**src/rtl/gpio_ctrl_pkg.sv**
```systemverilog
package gpio_ctrl_pkg;
  localparam int BANK_PINS  = 32;
  localparam int SPAN_LG    = 9;   // 0x200 byte window per bank
  localparam int WORD_W     = SPAN_LG - 2;
  localparam int DRV_BITS   = 3;

  localparam logic [WORD_W-1:0] W_DIN   = 7'd0;   // 0x00
  localparam logic [WORD_W-1:0] W_DOUT  = 7'd1;   // 0x04
  localparam logic [WORD_W-1:0] W_OE    = 7'd2;   // 0x08
  localparam logic [WORD_W-1:0] W_PSEL  = 7'd13;  // 0x34
  localparam logic [WORD_W-1:0] W_PEN   = 7'd14;  // 0x38
  localparam logic [WORD_W-1:0] W_DRV0  = 7'd22;  // 0x58, then +1, +2

  function automatic int bank_width(int pins, int bank);
    int rem;
    rem = pins - bank * BANK_PINS;
    return (rem > BANK_PINS) ? BANK_PINS : rem;
  endfunction
endpackage

```
**src/rtl/gpio_sync.sv**
```systemverilog
module gpio_sync #(
  parameter int WIDTH = 8
) (
  input  logic             clk_i,
  input  logic             rst_ni,
  input  logic [WIDTH-1:0] d_i,
  output logic [WIDTH-1:0] q_o
);
  logic [WIDTH-1:0] meta_q, sync_q;

  always_ff @(posedge clk_i or negedge rst_ni) begin
    if (!rst_ni) begin
      meta_q <= '0;
      sync_q <= '0;
    end else begin
      meta_q <= d_i;
      sync_q <= meta_q;
    end
  end

  assign q_o = sync_q;
endmodule

```
**src/rtl/gpio_bank.sv**
```systemverilog
module gpio_bank
  import gpio_ctrl_pkg::*;
#(
  parameter int BW = 32
) (
  input  logic                 clk_i,
  input  logic                 rst_ni,
  input  logic                 wr_i,
  input  logic [WORD_W-1:0]    word_i,
  input  logic [BW-1:0]        wdata_i,
  output logic [31:0]          rdata_o,
  input  logic [BW-1:0]        din_i,
  output logic [BW-1:0]        dout_o,
  output logic [BW-1:0]        oe_o,
  output logic [BW-1:0]        pull_en_o,
  output logic [BW-1:0]        pull_up_o,
  output logic [DRV_BITS*BW-1:0] drv_o
);
  logic [BW-1:0] dout_q, oe_q, psel_q, pen_q;
  logic [BW-1:0] drv_q [DRV_BITS];

  always_ff @(posedge clk_i or negedge rst_ni) begin
    if (!rst_ni) begin
      dout_q <= '0;
      oe_q   <= '0;
      psel_q <= '0;
      pen_q  <= '0;
      for (int i = 0; i < DRV_BITS; i++) drv_q[i] <= '0;
    end else if (wr_i) begin
      case (word_i)
        W_DOUT: dout_q <= wdata_i;
        W_OE:   oe_q   <= wdata_i;
        W_PSEL: psel_q <= wdata_i;
        W_PEN:  pen_q  <= wdata_i;
        default: begin
          for (int i = 0; i < DRV_BITS; i++)
            if (word_i == W_DRV0 + WORD_W'(i)) drv_q[i] <= wdata_i;
        end
      endcase
    end
  end

  always_comb begin
    logic [BW-1:0] sel;
    sel = '0;
    case (word_i)
      W_DIN:  sel = din_i;
      W_DOUT: sel = dout_q;
      W_OE:   sel = oe_q;
      W_PSEL: sel = psel_q;
      W_PEN:  sel = pen_q;
      default: begin
        for (int i = 0; i < DRV_BITS; i++)
          if (word_i == W_DRV0 + WORD_W'(i)) sel = drv_q[i];
      end
    endcase
    rdata_o = 32'(sel);
  end

  // gather bit-sliced drive planes into per-pin codes
  always_comb begin
    for (int p = 0; p < BW; p++)
      for (int i = 0; i < DRV_BITS; i++)
        drv_o[DRV_BITS*p + i] = drv_q[i][p];
  end

  assign dout_o    = dout_q;
  assign oe_o      = oe_q;
  assign pull_en_o = pen_q;
  assign pull_up_o = psel_q;
endmodule

```
**src/rtl/gpio_bank_ctrl.sv**
```systemverilog
module gpio_bank_ctrl
  import gpio_ctrl_pkg::*;
#(
  parameter int NUM_PINS = 40,
  parameter int ADDR_W   = 12
) (
  input  logic                     clk_i,
  input  logic                     rst_ni,
  input  logic                     req_i,
  input  logic                     we_i,
  input  logic [ADDR_W-1:0]        addr_i,
  input  logic [31:0]              wdata_i,
  output logic [31:0]              rdata_o,
  input  logic [NUM_PINS-1:0]      pad_in_i,
  output logic [NUM_PINS-1:0]      pad_out_o,
  output logic [NUM_PINS-1:0]      pad_oe_o,
  output logic [NUM_PINS-1:0]      pad_pull_en_o,
  output logic [NUM_PINS-1:0]      pad_pull_up_o,
  output logic [DRV_BITS*NUM_PINS-1:0] pad_drive_o,
  output logic [NUM_PINS-1:0]      pin_level_o
);
  localparam int NUM_BANKS = (NUM_PINS + BANK_PINS - 1) / BANK_PINS;
  localparam int BSEL_W    = ADDR_W - SPAN_LG;

  logic [BSEL_W-1:0] bank_idx;
  logic [WORD_W-1:0] word;
  logic [31:0]       bank_rd [NUM_BANKS];
  logic [31:0]       rd_mux, rdata_q;
  logic [NUM_PINS-1:0] din_sync;
  logic              unused_bits;

  assign bank_idx    = addr_i[ADDR_W-1:SPAN_LG];
  assign word        = addr_i[SPAN_LG-1:2];
  assign unused_bits = ^{addr_i[1:0], wdata_i};

  gpio_sync #(.WIDTH(NUM_PINS)) u_sync (
    .clk_i  (clk_i),
    .rst_ni (rst_ni),
    .d_i    (pad_in_i),
    .q_o    (din_sync)
  );

  for (genvar b = 0; b < NUM_BANKS; b++) begin : g_bank
    localparam int BW = bank_width(NUM_PINS, b);
    localparam int LO = b * BANK_PINS;
    logic hit;
    assign hit = req_i && we_i && (bank_idx == BSEL_W'(b));

    gpio_bank #(.BW(BW)) u_bank (
      .clk_i     (clk_i),
      .rst_ni    (rst_ni),
      .wr_i      (hit),
      .word_i    (word),
      .wdata_i   (wdata_i[BW-1:0]),
      .rdata_o   (bank_rd[b]),
      .din_i     (din_sync[LO +: BW]),
      .dout_o    (pad_out_o[LO +: BW]),
      .oe_o      (pad_oe_o[LO +: BW]),
      .pull_en_o (pad_pull_en_o[LO +: BW]),
      .pull_up_o (pad_pull_up_o[LO +: BW]),
      .drv_o     (pad_drive_o[DRV_BITS*LO +: DRV_BITS*BW])
    );
  end

  always_comb begin
    rd_mux = '0;
    for (int b = 0; b < NUM_BANKS; b++)
      if (bank_idx == BSEL_W'(b)) rd_mux = bank_rd[b];
  end

  always_ff @(posedge clk_i or negedge rst_ni) begin
    if (!rst_ni)              rdata_q <= '0;
    else if (req_i && !we_i)  rdata_q <= rd_mux;
  end

  assign rdata_o     = rdata_q;
  assign pin_level_o = din_sync;
endmodule

```
**config.mk**
```make
export PLATFORM = sky130hd
export DESIGN_NAME = gpio_bank_ctrl
export DESIGN_NICKNAME = d
export VERILOG_FILES = /design/src/rtl/gpio_ctrl_pkg.sv /design/src/rtl/gpio_sync.sv /design/src/rtl/gpio_bank.sv /design/src/rtl/gpio_bank_ctrl.sv
export SDC_FILE = /design/constraint.sdc
export NUM_CORES = 1
export LEC_CHECK = 0
export CORE_ASPECT_RATIO = 1.4
export CORE_MARGIN = 2
export CORE_UTILIZATION = 44
export DETAILED_ROUTE_END_ITERATION = 12
export PLACE_DENSITY = 0.78
export SETUP_SLACK_MARGIN = 0.1
export SYNTH_ARGS = -nofsm -noshare
export SYNTH_HDL_FRONTEND = slang
export SYNTH_SLANG_ARGS = --single-unit
```
**constraint.sdc**
```tcl
create_clock -name clk_i -period 1.3 [get_ports clk_i]
set_input_delay 0.195 -clock clk_i [delete_from_list [all_inputs] [get_ports clk_i]]
set_output_delay 0.195 -clock clk_i [all_outputs]
set_load 0.02 [all_outputs]
```
==> results.py <==
metrics = {
    "synth": {
        "synth.net_count": 1308,
        "synth_simple_gate_area_share": 0.0597,
        "synth_edf_count": 0,
        "yosys.area_share.adder": 0,
        "yosysWarnings": 0,
        "synth_top_flop_cell": "dfrtp_1",
        "synthArstFlopShare": 1.00,
        "synth_compound_gate_area_share": 0.117,
        "synth_xor_area_frac": 0.000528,
        "ys_ff_latch": 392,
        "synth_top_family_by_area": "multiplexers",
        "seq_area_frac_synth": 0.591,
        "synth.area.mux_share": 0.199,
        "syn_inst": 1220,
        "syn_area_um2": 16600,
        "ys_types": 69,
        "avgSynthCellArea_um2": 13.6,
    },
    "finish": {
        "fin_util": 0.835,
        "instances_no_fill": 2781,
        "nFillCells": 1655,
        "finish.net_count": 2372,
        "drive_gt1_frac": 0.672,
        "syn_to_final_growth_pct": 88.1,
    },
    "placed_design": {
        "io_buffers": 437,
        "place_congestion": 0.952,
        "place_hpwl_um": 49700,
        "dp_cells": 2290,
    },
    "worst_setup_path": {
        "r2r-start": "g_bank[1].u_bank.dout_o[1]",
        "cp_data_required_time_ns": 1.76,
        "worst_r2r_path_depth": 5,
        "path_class": "in2reg",
        "crit_start": "addr_i[8]",
        "crit_path_start_kind": "input port",
        "r2r-end": "rdata_o[1]",
        "critPathMaxFanout": 11,
        "reg2reg_slack_ns": -0.32,
        "critPathArrivalTime_ns": 2.14,
        "end_kind": "flop",
    },
    "min_path": {
        "min_to": "u_sync.meta_q[31]",
        "min_path_type": "in2reg",
        "min_from": "pad_in_i[31]",
        "hold_path_depth": 1,
    },
    "pwr": {
        "seqPwrFrac": 0.462,
        "ir_worst_vdd_uv": 1100,
        "p_comb_frac": 0.110,
        "switching_share": 0.254,
        "power_density_nw_per_um2": 872,
        "cellLeakagePower_nw": 15.4,
        "p_int_mw": 20.3,
        "clkPwrFrac": 0.429,
        "p_sw_mw": 6.90,
    },
    "global_route": {
        "antenna_found_initial": 4,
        "grt_pass1_wl_um": 119000,
        "grt_pass1_vias": 18400,
        "grt_usage": 0.413,
        "grt_max_degree": 56,
        "grt_overflow": 0,
    },
    "clock_network": {
        "cts.sinks": 392,
        "cts_buffers": 38,
        "clk_path_buf_depth": 3,
        "cts_tree": "done",
        "clk-insertion-delay-late_ns": 0.57,
        "root_buffer": "clkbuf_16",
        "htree_levels": 2,
        "clk_pin_slew_ns": 0.06,
    },
    "routing": {
        "vias_per_cell": 6.49,
        "drt_iter0_drc": 2149,
        "routed_wl_um": 95400,
        "route.detailed.drc": 0,
        "first_pass_iters": 8,
        "vias": 18000,
        "route.antenna.remaining_nets": 0,
        "wire_per_inst_um": 34.3,
    },
    "job": {
        "maxCapViolCount": 0,
    },
    "floorplanning": {
        "coreArea_um2": 37400,
        "die_area_um2": 39300,
        "ios": 440,
        "die_w_um": 168,
        "num_rows": 84,
        "start_util": 0.444,
        "dieHeight_um": 234,
    },
    "timing": {
        "grt_setup_unrepaired": "true",
        "finClkSkew_ns": 0.0329,
        "slew_headroom": 0.648,
        "hold_viol_final": 0,
        "tightest_slew_ns": 0.528,
        "period_share": 1.29,
        "worst_slack_ns": -0.383,
        "drv_slew": 0,
        "setup_viol": 458,
        "fin_crit_ns": 1.68,
        "holdWs_ns": 0.0655,
        "max_freq_mhz": 594,
    },
    "outcome": {
        "status": "finished, violations left",
        "violations": "setup timing",
    },
}
## Yosys cell counts, drive strengths merged (8+ instances only)
cell type / number / area [µm²]
a21oi: 63 / 315
a221oi: 24 / 210
a22o: 36 / 315
a22oi: 35 / 263
a31oi: 8 / 50.1
a32oi: 11 / 96.3
and2: 14 / 87.6
buf: 64 / 405
clkbuf: 32 / 120
dfrtp: 392 / 9810
mux2: 285 / 3210
mux2i: 10 / 100
nand2: 47 / 191
nand3: 33 / 170
nand4: 21 / 131
nor2: 13 / 97.6
nor3: 11 / 115
o211ai: 11 / 82.6
o21ai: 22 / 110
## cells by family after synthesis
kind of cell | count (synthesis)
AND/OR/NAND/NOR | 166
multiplexers | 295
buffers and inverters | 99
XOR/XNOR | 1
flip-flops | 392
AO/OA/AOI/OAI | 267
## placed cells by master, fill, tap and decap left out, drive strengths merged, types with 4 or more instances in the layout
cell | netlist | routed
buf | 64 | 1039
dfrtp | 392 | 392
mux2 | 285 | 285
clkdlybuf4s50 | 0 | 72
a21oi | 63 | 63
clkbuf | 32 | 60
nand2 | 47 | 48
a22o | 36 | 36
a22oi | 35 | 35
nand3 | 33 | 33
a221oi | 24 | 24
o21ai | 22 | 22
nand4 | 21 | 21
and2 | 14 | 14
nor2 | 13 | 13
o211ai | 11 | 11
nor3 | 11 | 11
a32oi | 11 | 11
mux2i | 10 | 10
a31oi | 8 | 8
a2bb2oi | 7 | 7
a211oi | 7 | 7
o32ai | 5 | 5
a211o | 4 | 4
a32o | 4 | 4
o22ai | 4 | 4
clkinv | 0 | 4
o21a | 4 | 4
and3 | 4 | 4
nand2b | 4 | 4
nor2b | 4 | 4
## routing by layer
layer	up-vias	wire length [µm]	global-route usage
met5	-	13	0
met1	8844	29200	0.432
met3	755	10800	0.0965
met2	1750	43900	0.705
met4	2	11500	0.350
li1	6693	-	-
## area by class of cell
type,count,area [µm²],area share
Timing Repair Buffer,1119,11700,0.373
Sequential cell,392,9840,0.315
Multi-Input combinational cell,730,7890,0.253
Clock buffer,54,1110,0.0357
Tap cell,473,592,0.0190
Clock inverter,8,118,0.00377
Inverter,3,11.3,0.000361
Antenna cell,2,5.00,0.000160
## registers in the layout, indices dropped and copies added (netlist names)
register,count
g_bank.u_bank.pull_up_o,40
g_bank.u_bank.dout_o,40
u_sync.meta_q,40
g_bank.u_bank.pull_en_o,40
u_sync.q_o,40
rdata_o,32
g_bank.u_bank.drv_o,120
g_bank.u_bank.oe_o,40
## worst max path at each step
stage | slack, ns | to
6_report | -0.38 | rdata_o[27]
3_3_place_gp | -1.15 | rdata_o[7]
2_1_floorplan | -0.44 | g_bank[0].u_bank.pull_en_o[1]
3_5_place_dp | -1.11 | rdata_o[7]
5_1_grt | -0.35 | rdata_o[27]
4_1_cts | -0.14 | rdata_o[1]
## worst max-delay path: stages
cell and delay (ns):
buf_8 0.10, or3_4 0.39, buf_12 0.15, buf_8 0.13, nor2_8 0.14, buf_12 0.12, buf_6 0.10, buf_16 0.15
a22oi_2 0.07, o211ai_1 0.32, a22o_1 0.27
## power groups by stage
stage	combinational [mW]	sequential, mW	clock [mW]
after floorplan	0.543	12.9	0
after global placement	2.21	12.8	0
after detailed placement	2.24	12.8	0
after CTS	2.68	12.6	11.3
after global routing	3.05	12.6	12.1
final	2.99	12.6	11.7
## through the flow
stage / power [mW] / worst slack [ns] / TNS [ns] / instance area (µm²)
after floorplan: 13.4 / -0.436 / -94.94 / 17600
after global placement: 15.0 / -1.15 / -298.73 / 24100
after detailed placement: 15.0 / -1.11 / -303.98 / 24100
after CTS: 26.5 / -0.136 / -17.15 / 29700
after global routing: 27.7 / -0.348 / -44.55 / 31200
final: 27.2 / -0.383 / -38.94 / 31200
## repair_timing
item / 4_1_cts / 5_1_grt
hold buffers: 1 / 0
endpoints found under the setup margin: 664 / 656
gates cloned: 21 / 7
gates resized for setup: 2319 / 196
hold endpoints to repair: 292 / 0
pin swaps: 68 / 89
setup buffers: 321 / 81
Note: power is estimated with default switching activity, not from simulation.
